==> config.mk <==
export PLATFORM = sky130hd
export DESIGN_NAME = tmr_capture_unit
export DESIGN_NICKNAME = d
export VERILOG_FILES = /design/src/rtl/icu_pkg.sv /design/src/rtl/icu_sync.sv /design/src/rtl/icu_filter.sv /design/src/rtl/icu_edge.sv /design/src/rtl/tmr_capture_unit.sv
export SDC_FILE = /design/constraint.sdc
export NUM_CORES = 1
export LEC_CHECK = 0
export BUFFER_PORTS_ARGS = -buffer_cell sky130_fd_sc_hd__buf_2
export CELL_PAD_IN_SITES_DETAIL_PLACEMENT = 0
export CELL_PAD_IN_SITES_GLOBAL_PLACEMENT = 2
export CORE_UTILIZATION = 24
export CTS_BUF_LIST = sky130_fd_sc_hd__clkbuf_16
export DETAILED_ROUTE_END_ITERATION = 6
export HOLD_SLACK_MARGIN = 0.12
export PLACE_DENSITY = 0.8
export RECOVER_POWER = 50
export SLEW_MARGIN = 20
export SYNTH_ARGS = -nofsm -noshare
export SYNTH_HDL_FRONTEND = slang
export SYNTH_SLANG_ARGS = --single-unit
==> constraint.sdc <==
create_clock -name clk -period 1.64 [get_ports clk]
set_input_delay 0.328 -clock clk [delete_from_list [all_inputs] [get_ports clk]]
set_output_delay 0.328 -clock clk [all_outputs]
set_load 0.05 [all_outputs]
==> src/rtl/icu_pkg.sv <==
package icu_pkg;
  localparam int unsigned CNT_W_DEF   = 16;
  localparam int unsigned SYNC_STAGES = 2;
  localparam int unsigned FILT_DEPTH  = 4;
  localparam int unsigned N_SRC       = 2;
  typedef enum logic {SRC_PIN = 1'b0, SRC_CMP = 1'b1} src_e;
endpackage

==> src/rtl/icu_sync.sv <==
module icu_sync #(
  parameter int unsigned N      = 2,
  parameter int unsigned STAGES = 2
) (
  input  logic         clk,
  input  logic         rst_n,
  input  logic [N-1:0] d_i,
  output logic [N-1:0] q_o
);
  for (genvar g = 0; g < N; g++) begin : g_bit
    logic [STAGES-1:0] chain;
    always_ff @(posedge clk or negedge rst_n) begin
      if (!rst_n) chain <= '0;
      else        chain <= {chain[STAGES-2:0], d_i[g]};
    end
    assign q_o[g] = chain[STAGES-1];
  end
endmodule

==> src/rtl/icu_filter.sv <==
module icu_filter #(
  parameter int unsigned DEPTH = 4
) (
  input  logic clk,
  input  logic rst_n,
  input  logic raw_i,
  input  logic en_i,
  output logic lvl_o
);
  localparam int unsigned HW = DEPTH - 1;
  logic [HW-1:0] hist;
  logic          held;
  logic [DEPTH-1:0] window;
  logic all_hi, all_lo;

  assign window = {hist, raw_i};
  assign all_hi = &window;
  assign all_lo = ~|window;

  always_ff @(posedge clk or negedge rst_n) begin
    if (!rst_n) begin
      hist <= '0;
      held <= 1'b0;
    end else begin
      hist <= window[HW-1:0];
      if (all_hi)      held <= 1'b1;
      else if (all_lo) held <= 1'b0;
    end
  end

  assign lvl_o = en_i ? held : raw_i;

  AST_FILT_HOLD: assert property (@(posedge clk) disable iff (!rst_n)
    (!all_hi && !all_lo) |=> $stable(held));
endmodule

==> src/rtl/icu_edge.sv <==
module icu_edge (
  input  logic clk,
  input  logic rst_n,
  input  logic lvl_i,
  input  logic rise_i,
  input  logic arm_i,
  output logic evt_o
);
  logic prev;
  always_ff @(posedge clk or negedge rst_n) begin
    if (!rst_n) prev <= 1'b0;
    else        prev <= lvl_i;
  end
  assign evt_o = arm_i && (lvl_i != prev) && (lvl_i == rise_i);

  AST_EDGE_POLARITY: assert property (@(posedge clk) disable iff (!rst_n)
    evt_o |=> (prev == rise_i));
endmodule

==> src/rtl/tmr_capture_unit.sv <==
module tmr_capture_unit
  import icu_pkg::*;
#(
  parameter int unsigned CNT_W = CNT_W_DEF
) (
  input  logic             clk,
  input  logic             rst_n,
  input  logic [CNT_W-1:0] cnt_i,
  input  logic             pin_i,
  input  logic             cmp_i,
  input  logic             src_sel_i,
  input  logic             filt_en_i,
  input  logic             edge_rise_i,
  input  logic             top_mode_i,
  input  logic             wr_en_i,
  input  logic [CNT_W-1:0] wr_data_i,
  input  logic             flag_clr_i,
  input  logic             irq_en_i,
  input  logic             irq_ack_i,
  output logic [CNT_W-1:0] cap_o,
  output logic             flag_o,
  output logic             irq_o
);
  logic [N_SRC-1:0] sync_q;
  logic trig_raw, trig_lvl, cap_evt;

  icu_sync #(.N(N_SRC), .STAGES(SYNC_STAGES)) u_sync (
    .clk(clk), .rst_n(rst_n), .d_i({cmp_i, pin_i}), .q_o(sync_q));

  assign trig_raw = (src_e'(src_sel_i) == SRC_CMP) ? sync_q[1] : sync_q[0];

  icu_filter #(.DEPTH(FILT_DEPTH)) u_filt (
    .clk(clk), .rst_n(rst_n), .raw_i(trig_raw), .en_i(filt_en_i), .lvl_o(trig_lvl));

  icu_edge u_edge (
    .clk(clk), .rst_n(rst_n), .lvl_i(trig_lvl), .rise_i(edge_rise_i),
    .arm_i(!top_mode_i), .evt_o(cap_evt));

  always_ff @(posedge clk or negedge rst_n) begin
    if (!rst_n) begin
      cap_o  <= '0;
      flag_o <= 1'b0;
    end else begin
      if (cap_evt)                     cap_o <= cnt_i;
      else if (top_mode_i && wr_en_i)  cap_o <= wr_data_i;
      if (cap_evt)                     flag_o <= 1'b1;
      else if (flag_clr_i || irq_ack_i) flag_o <= 1'b0;
    end
  end

  assign irq_o = flag_o & irq_en_i;

  AST_FLAG_SETS: assert property (@(posedge clk) disable iff (!rst_n)
    cap_evt |=> flag_o);
  AST_FLAG_CLEARS: assert property (@(posedge clk) disable iff (!rst_n)
    ((flag_clr_i || irq_ack_i) && !cap_evt) |=> !flag_o);
  AST_CAP_HOLDS: assert property (@(posedge clk) disable iff (!rst_n)
    (!cap_evt && !(top_mode_i && wr_en_i)) |=> $stable(cap_o));
  AST_TOP_NO_CAPTURE: assert property (@(posedge clk) disable iff (!rst_n)
    top_mode_i |-> !cap_evt);
  AST_CAP_LOADS_COUNT: assert property (@(posedge clk) disable iff (!rst_n)
    cap_evt |=> (cap_o == $past(cnt_i)));
endmodule

== Yosys cells after proc, flatten, opt, wreduce, memory -nomap -nowiden ==
Index checks and enable logic that the tools add are counted.

* Reductions and logical operators: 9
* Bitwise operators: 1
* Eq/ne operators: 3
* Multiplexer cells: 8

{| class="wikitable"
|+ Operators by type and width
! operator !! number
|-
| 16-bit 2-to-1 mux || 2
|-
| 1-bit 2-to-1 mux || 6
|-
| 4-bit AND reduction || 1
|-
| 2-bit nonzero test || 2
|-
| 4-bit OR reduction || 1
|-
| 1-bit logical AND || 3
|-
| 2-bit by 1-bit inequality test with 1-bit output (second input constant) || 1
|-
| 1-bit AND || 1
|-
| 1-bit equality test || 1
|-
| 1-bit zero test || 1
|-
| 1-bit logical OR || 1
|-
| 1-bit inequality test || 1
|}

* Bits in registers: 26

== Longest topological paths before layout ==
Gate-level depths: netlist of the first run.

* Word-level depth: 6
* Depth in mapped cells: 6

== Cells and area by module ==
Synthesis of the first run repeated with hierarchy kept, for this count alone.

* Cells, all modules: 115
* Area, all modules: 1317.5 µm²

{| class="wikitable"
|+ Modules (own cells, without submodules)
! module !! times used !! sequential area each (µm²) !! area each (µm²) !! cells each
|-
| tmr_capture_unit || 1 || 425.4 || 1014.7 || 97
|-
| icu_filter || 1 || 100.1 || 137.6 || 8
|-
| icu_sync || 1 || 100.1 || 115.1 || 6
|-
| icu_edge || 1 || 25.0 || 50.0 || 4
|}

== Least setup slack after synthesis of the first run ==
OpenSTA, ideal clock, no wires.

* Kind: input-to-reg
* Start: input port src_sel_i
* End: register cap_o[1]
* Library setup time: 0.125 ns
* Path buffers: 1
* Setup slack: 0.051 ns
* Data required time: 1.515 ns
* Arrival: 1.464 ns
* Stages: 5
* Cells stage by stage: mux2_4 nor4_1 a221o_1 buf_6 mux2_2

* Longest elaborated chain between the ends: 6

{| class="wikitable"
|+ Ends and longest elaborated chain
! item !! RTL line !! source
|-
| start, declared || tmr_capture_unit.sv:11 || <nowiki>input logic src_sel_i,</nowiki>
|-
| 1-bit 2-to-1 mux * || tmr_capture_unit.sv:30 || <nowiki>assign trig_raw = (src_e'(src_sel_i) == SRC_CMP) ? sync_q[1] : sync_q[0];</nowiki>
|-
| 1-bit 2-to-1 mux * || icu_filter.sv:31 || <nowiki>assign lvl_o = en_i ? held : raw_i;</nowiki>
|-
| 1-bit inequality test || icu_edge.sv:14 || <nowiki>assign evt_o = arm_i && (lvl_i != prev) && (lvl_i == rise_i);</nowiki>
|-
| 1-bit logical AND || icu_edge.sv:14 ||
|-
| 1-bit logical AND * || icu_edge.sv:14 ||
|-
| 16-bit 2-to-1 mux or 2-bit nonzero test (tied branches) || - ||
|-
| end signal, assigned || tmr_capture_unit.sv:44 || <nowiki>if (cap_evt) cap_o <= cnt_i;</nowiki>
|-
| end signal, assigned || tmr_capture_unit.sv:45 || <nowiki>else if (top_mode_i && wr_en_i) cap_o <= wr_data_i;</nowiki>
|-
| end, declared || tmr_capture_unit.sv:20 || <nowiki>output logic [CNT_W-1:0] cap_o,</nowiki>
|}

Mark *: on every way between the ends. The rest lies on a longest branch, timed or not.
A chain may end at the register's enable or synchronous reset.

== Final worst setup path of the first run ==
* Start: register u_edge.prev
* End: register flag_o

* Longest elaborated chain between the ends: 4

{| class="wikitable"
|+ Ends and longest elaborated chain
! item !! RTL line !! source
|-
| start, declared || icu_edge.sv:9 || <nowiki>logic prev;</nowiki>
|-
| start signal, assigned || icu_edge.sv:12 || <nowiki>else prev <= lvl_i;</nowiki>
|-
| 1-bit inequality test * || icu_edge.sv:14 ||
|-
| 1-bit logical AND * (2 in a row) || icu_edge.sv:14 ||
|-
| 1-bit 2-to-1 mux or 2-bit nonzero test (tied branches) || - ||
|-
| end signal, assigned || tmr_capture_unit.sv:42 || <nowiki>flag_o <= 1'b0;</nowiki>
|-
| end signal, assigned || tmr_capture_unit.sv:46 || <nowiki>if (cap_evt) flag_o <= 1'b1;</nowiki>
|-
| end signal, assigned || tmr_capture_unit.sv:47 || <nowiki>else if (flag_clr_i || irq_ack_i) flag_o <= 1'b0;</nowiki>
|-
| end, declared || tmr_capture_unit.sv:21 || <nowiki>output logic flag_o,</nowiki>
|}

Marks and branches as above.

==> results.md, run 1 <==
* Final critical-path required period at 1.638 ns
* Maximum number of pins on one net before global-route repair at 27
* Design internal power at ~1.5 mW
* Finished Layout Cells at between 200 and 250
* Nets in the synthesized netlist at 144
* Effective utilization at floorplan at 25.18%
* Share of Yosys cell area claimed by the top area cell type at 54.00%
* Path category of the worst min-delay check: in -> reg
* Warnings from Yosys at 0
* Post-detailed-route wirelength per cell at 12.00 um
* FILL cells at 486
* Slew HR at 61.10%
* Post-layout power at 2.253 mW
* Transition time of the tightest slew-check pin at 0.5835 ns
* Chip width at between 70 and 80 um
* Placed instance count at about 230
* Kind of critical path: reg -> reg
* Detailed router's first-iteration violation count at 54
* Status: finished, final reports clean
* Power spent charging and discharging nets at approximately 780 uW
* Clock Path Buffers at 2
* Count of buffers inserted at the top-level ports at 61
* Area of the die at 0.005308 mm^2
* Total number of vias at 996
* Hold WS at 0.1757 ns
* Final core occ at a little under two fifths
* TritonCTS clock tree: done
* Biggest area consumer among synthesized cells: dfrtp_1
* Number of clock buffers inserted by TritonCTS at 3
* Portion of total power attributed to combinational logic at roughly 33%
* All-Layer GR Usage at 10.91%
* Number of primary I/O pins at 62
* Per-instance average area after synthesis at 12.05 um^2
* DR vias/cell at 4.238
* Period utilisation layout at 99.89%
* Post-synthesis cell type count at 21
* HPWL Detailed at 2.096 mm
* Antenna diodes at 0
* Number of placement rows at 25
* Clock sink total at 26
* Number of failing hold endpoints at the final stage at 0
* Maximum clock frequency at between 0.6 and 0.7 GHz
* Die height at around 73 um
* Global-route wire length before repair at approximately 4.4 mm
* EDFF count, synth at 0
* CP Launch Type: flip-flop
* Vias in the first global route at 974
* Insertion delay to the later sink of the worst-skew pair at 0.25 ns
* DRC violations left at 0
* Share of total power in sequential cells at 36.0%
* Power per cell area at 1259 mW/mm^2
* Clock root cell: clkbuf_16
* Final number of setup-violating endpoints at 0
* Commonest cells in the synthesized netlist: dfrtp_1 (26), mux2i_1 (26), nor2_1 (15)
* Cells after Synth at 100
* Final worst clock skew at 0.002080 ns
* Antenna violations before repair at 0
* Unrepaired setup endpoints after global routing: yes
* Leakage at 0.9133 nW
* Max-capacitance violation count at 0
* Core area at 0.004786 mm^2
* Sequential element share of the synthesized area at 54.00%
* Total global routing overflow at 0
* Fraction of power spent switching nets at 34.42%
* Post-Layout Inst Area at 0.001789 mm^2
* Async set-reset flop share out of synthesis at 100.0%
* Placement Cell Area at 0.001613 mm^2
* Arrival time of data at the critical path endpoint at between 1.5 and 2 ns
* Number of pins exceeding their max-slew limit in the final report at 0
* Antenna violation net count after detailed routing at 0
* Leading cell types by total area after synthesis: dfrtp_1 (54%), mux2i_1 (22%), nor2_1 (4.7%)
* Part of the total power dissipated in the clock network at 30.7%
* Area added between synthesis and finish at 48.49%
* Final RePlAce weighted congestion at between 0.6 and 0.7
* Data required time at the worst endpoint at 1.79 ns
* Maximum fanout count along the critical path at 6
* Number of detailed-route iterations in the first pass at 2
* Worst slack at placement at -0.1880 ns
* Share of final-layout standard cells stronger than drive strength 1 at 49.40%
* Peak supply drop at 485.8 uV
* DRT Wirelength at 2.819 mm
* Clock-pin slew of the registers on the worst-case setup and hold paths at about 0.060 ns
* Aggregate negative setup slack at 0 ns
* Max H-tree Level at 1
* Netlist area before placement at 0.001205 mm^2
* Flip-flop and latch count after synthesis at 26
* Final-stage net count at 213
* Final setup margin at between 0.0015 and 0.002 ns
* Predominant post-synthesis flop cell: dfrtp_1
* Nature of the critical path endpoint: flip-flop
## cells by family (layout without fill, tap and decap cells)
kind of cell | Yosys count | after routing | synth area share (%)
DFF | 26 | 26 | 54.00
buffers and inverters | 5 | 73 | 3.634
AOI/OAI and AO/OA | 5 | 5 | 3.012
and+or+nand+nor | 33 | 33 | 12.46
muxes | 31 | 31 | 26.90
## layout make-up
type                       instances  area, um^2  area share (%)
sequential                        26       650.6           36.36
clock inverter                     1       30.03           1.678
multi-input combinational         69       539.3           30.14
timing repair buffer              69       410.4           22.94
clock buffer                       3       75.07           4.196
tap                               67       83.83           4.685
## power groups by stage
stage / clock (mW) / combinational [mW] / sequential (mW)
6_report: 0.693 / 0.750 / 0.811
3_5_place_dp: 0 / 0.733 / 0.817
4_1_cts: 0.716 / 0.734 / 0.811
2_1_floorplan: 0 / 0.193 / 1.14
3_3_place_gp: 0 / 0.718 / 0.817
5_1_grt: 0.743 / 0.797 / 0.822
## placed cells by master (no fill, tap or decap)
master,n
buf_2,61
mux2i_1,26
dfrtp_1,26
nor2_1,15
nand2_1,11
clkbuf_16,4
buf_4,4
mux2_4,3
mux2_2,2
and2_1,2
buf_12,2
and2b_2,1
or2b_4,1
o22ai_1,1
nor4b_1,1
nor4_4,1
a221o_2,1
a21o_4,1
a31oi_1,1
or3_2,1
a21oi_1,1
bufinv_16,1
dlygate4sd3_1,1
## worst max-delay path: stages, from the launching register on
cell       delay, ns
dfrtp_1         0.39
or2b_4          0.22
o22ai_1         0.08
a221o_2         0.47
clkbuf_16       0.20
a21o_4          0.17
## state kept, by name (all words and copies together) (netlist names)
name                cells
u_filt.hist             3
u_sync.g_bit.chain      4
cap_o                  16
u_edge.prev             1
flag_o                  1
u_filt.held             1
## final timing paths
kind / startpoint / to / slack (ns) / cells after the start
worst max-delay path: u_edge.prev / flag_o / 0.002 / 5
worst min-delay path: cmp_i / u_sync.g_bit[1].chain[0] / 0.18 / 1
worst max register to register: u_edge.prev / flag_o / 0.002 / 5
worst min register to register: u_sync.g_bit[0].chain[0] / u_sync.g_bit[0].chain[1] / 0.35 / 0
max in group asynchronous: rst_n / cap_o[15] / 0.63 / 2
min in group asynchronous: rst_n / cap_o[10] / 0.62 / 2
## per-layer routing
layer | global-route usage, % | wire length (um) | up-vias
li1 | - | - | 480
met1 | 13.44 | 1243 | 474
met2 | 18.48 | 1376 | 40
met3 | 3.039 | 188 | 2
met4 | 3.486 | 11 | 0
met5 | 0 | 0 | -
## timing repair
item,4_1_cts,5_1_grt
hold buffers,1,0
resized for setup,1,5
pin swaps,0,2
endpoints found under the hold margin,26,0
gates cloned,0,1
setup endpoints to repair,16,16
setup buffers,0,1
Note: power is estimated with default switching activity, not from simulation.
==> run 2: changes to the inputs <==
- PLACE_DENSITY: 0.8 -> unset
- PLACE_DENSITY_LB_ADDON: unset -> 0.1
==> run 2 against run 1 <==
The run now ends with negative setup slack left. Count of clock-buffer cells in the layout stayed put. Hold slack got worse by 0.0067 ns. Combinational power decreased by 0.9%. First-iteration DRC count fell by 20%. Cell count is 1.3% higher. Via count down 1.4%. Critical path depth unchanged. Clock skew grew 0.0021 ns. Routed wire length increased by 2.7%. Die area unchanged. Worst setup slack got worse by 0.014 ns. Critical path type unchanged. Largest power group unchanged.
==> results.md, run 2 (synthesized netlist as in run 1, its figures left out) <==
* Status: finished with violations
* Violated checks: negative setup slack
* Area added between synthesis and finish at 47.56%
* Core area at 0.004786 mm^2 (unchanged)
* Chip width at 72.86 um (unchanged)
* Most frequent cells in the layout: buf_2 (61), mux2i_1 (26), dfrtp_1 (26), nor2_1 (15), nand2_1 (11)
* Final critical-path required period at 1.652 ns (+0.01389 ns)
* Path category of the worst min-delay check: in -> reg
* Leading registers by flop count: cap_o: 16 flops, u_sync.g_bit.chain: 4 flops, u_filt.hist: 3 flops
* Nature of the critical path endpoint: flip-flop
* Kind of critical path: reg -> reg
* Die height at 72.86 um (unchanged)
* Number of failing hold endpoints at the final stage at 0 (unchanged)
* Share of final-layout standard cells stronger than drive strength 1 at 50.29% (+0.89 points)
* Max H-tree Level at 1 (unchanged)
* Total number of vias at 982 (-1.4%)
* TritonCTS clock tree: done
* Maximum clock frequency at 0.6053 GHz (-0.84%)
* All-Layer GR Usage at 11.56% (+0.65 points)
* Top sig layer: met4
* Insertion delay to the later sink of the worst-skew pair at 0.26 ns (about the same)
* Total global routing overflow at 0 (unchanged)
* Leakage at 0.9161 nW (+0.31%)
* Count of buffers inserted at the top-level ports at 61 (unchanged)
* Met2 wire len at 1.426 mm (+3.6%)
* Number of placement rows at 25 (unchanged)
* Final worst clock skew at 0.004149 ns (+0.002070 ns)
* Unrepaired setup endpoints after global routing: yes
* Crit-path slowest cell: dfrtp_1
* Antenna violations before repair at 0 (unchanged)
* Part of the total power dissipated in the clock network at 31.3% (+0.6 points)
* Antenna diodes at 0 (unchanged)
* Vias in the first global route at 989 (+1.5%)
* Worst slack at placement at -0.1133 ns (+0.07473 ns)
* DR vias/cell at 4.126 (-2.6%)
* Arrival time of data at the critical path endpoint at 1.80 ns (about the same)
* Clock root cell: clkbuf_16
* Placement Cell Area at 0.001623 mm^2 (+0.62%)
* Crit. path cell count at 5 (unchanged)
* Antenna violation net count after detailed routing at 0 (unchanged)
* Met1 routed wirelength after detailed routing at 1.264 mm (+1.7%)
* Crit path cell chain: or2b_2 -> o22ai_2 -> a221o_1 -> buf_6 -> mux2_2
* Fraction of power spent switching nets at 34.60% (+0.18 points)
* Maximum fanout count along the critical path at 6 (unchanged)
* Flip-flop count of the largest register after layout at 16 (unchanged)
* Design internal power at 1.471 mW (-0.48%)
* Number of detailed-route iterations in the first pass at 3 (+1)
* Cell depth of the worst min-delay path at 1 (unchanged)
* Crit path max-delay family: flip-flops
* HPWL Detailed at 2.121 mm (+1.2%)
* Number of pins exceeding their max-slew limit in the final report at 0 (unchanged)
* Final-stage net count at 216 (+1.4%)
* Post-detailed-route wirelength per cell at 12.17 um (+1.4%)
* Number of primary I/O pins at 62 (unchanged)
* Global-route wire length before repair at 4.574 mm (+4.2%)
* Clock Path Buffers at 2 (unchanged)
* Final setup margin at -0.01202 ns (-0.01389 ns)
* CP Launch Type: flip-flop
* Area of the die at 0.005308 mm^2 (unchanged)
* Final RePlAce weighted congestion at 0.7307 (+5.0%)
* Data required time at the worst endpoint at 1.78 ns (about the same)
* Hold WS at 0.1690 ns (-0.006712 ns)
* Detail Route met3 WL at 181 um (-3.7%)
* Peak supply drop at 675.3 uV (+39%)
* Leading cell type in the layout, fill and taps excluded: buf_2
* Critical path's largest stage delay at 0.38 ns (-0.09 ns)
* Max-capacitance violation count at 0 (unchanged)
* Aggregate negative setup slack at -0.02132 ns (-0.02132 ns)
* DRC violations left at 0 (unchanged)
* Clock-pin slew of the registers on the worst-case setup and hold paths at 0.07 ns (about the same)
* Effective utilization at floorplan at 25.18% (unchanged)
* Share of total power in sequential cells at 35.7% (-0.3 points)
* Post-Layout Inst Area at 0.001778 mm^2 (-0.63%)
* Transition time of the tightest slew-check pin at 0.5865 ns (+0.003039 ns)
* Portion of total power attributed to combinational logic at 33.1% (-0.2 points)
* FILL cells at 507 (+4.3%)
* Buffers and inverters on the worst path at 1 (unchanged)
* Maximum number of pins on one net before global-route repair at 27 (unchanged)
* Power per cell area at 1265 mW/mm^2 (+0.43%)
* Post-layout power at 2.249 mW (-0.21%)
* Clock sink total at 26 (unchanged)
* Detailed router's first-iteration violation count at 43 (-20%)
* Number of clock buffers inserted by TritonCTS at 3 (unchanged)
* Final number of setup-violating endpoints at 2 (+2)
* Period utilisation layout at 100.7% (+0.85 points)
* Power spent charging and discharging nets at 778.2 uW (+0.32%)
* Slew HR at 60.90% (-0.20 points)
* DRT Wirelength at 2.896 mm (+2.7%)
* Register with the most flip-flops: cap_o
* Path depth of the worst reg2reg path at 5 (unchanged)
==> run 2: final cells by class <==
type,count,area (um^2),area share (%)
multi-input combinational,69,531.8,29.91
timing repair buffer,72,406.6,22.87
sequential,26,650.6,36.59
tap,67,83.83,4.715
clock inverter,1,30.03,1.689
clock buffer,3,75.07,4.222
==> run 2: final timing paths <==
path / startpoint / endpoint / slack (ns)
setup / recovery: u_edge.prev / cap_o[1] / -0.01
hold / removal: cmp_i / u_sync.g_bit[1].chain[0] / 0.17
setup reg to reg: u_edge.prev / cap_o[1] / -0.01
hold reg to reg: u_sync.g_bit[1].chain[0] / u_sync.g_bit[1].chain[1] / 0.35
max in group asynchronous: rst_n / cap_o[11] / 0.64
min in group asynchronous: rst_n / cap_o[3] / 0.61
==> run 2: power by group through the flow <==
stage | combinational, mW | clock (mW) | sequential (mW)
floorplan | 0.193 | 0 | 1.14
global placement | 0.726 | 0 | 0.814
detailed placement | 0.733 | 0 | 0.817
CTS | 0.739 | 0.728 | 0.805
global route | 0.788 | 0.753 | 0.820
finish | 0.743 | 0.704 | 0.802
==> run 2: through the flow <==
| step | utilization (%) | cells |
|---|---|---|
| after floorplan | - | 100 |
| after global placement | 33.91 | 231 |
| after detailed placement | 33.91 | 231 |
| after CTS | 36.52 | 236 |
| after global routing | 37.15 | 238 |
| final | 37.15 | 238 |
==> run 2: metal layers <==
metal  vias up  GRT usage [%]
met5         -              0
met2        33          19.42
met1       461          13.89
met4         0          3.922
li1        486              -
met3         2          3.867
==> run 2: timing repair <==
action,in CTS,in global routing
endpoints found under the setup margin,2,8
resized for setup,2,2
pin swaps,0,1
setup buffers,0,2
hold endpoints to repair,26,0
hold buffers,1,0
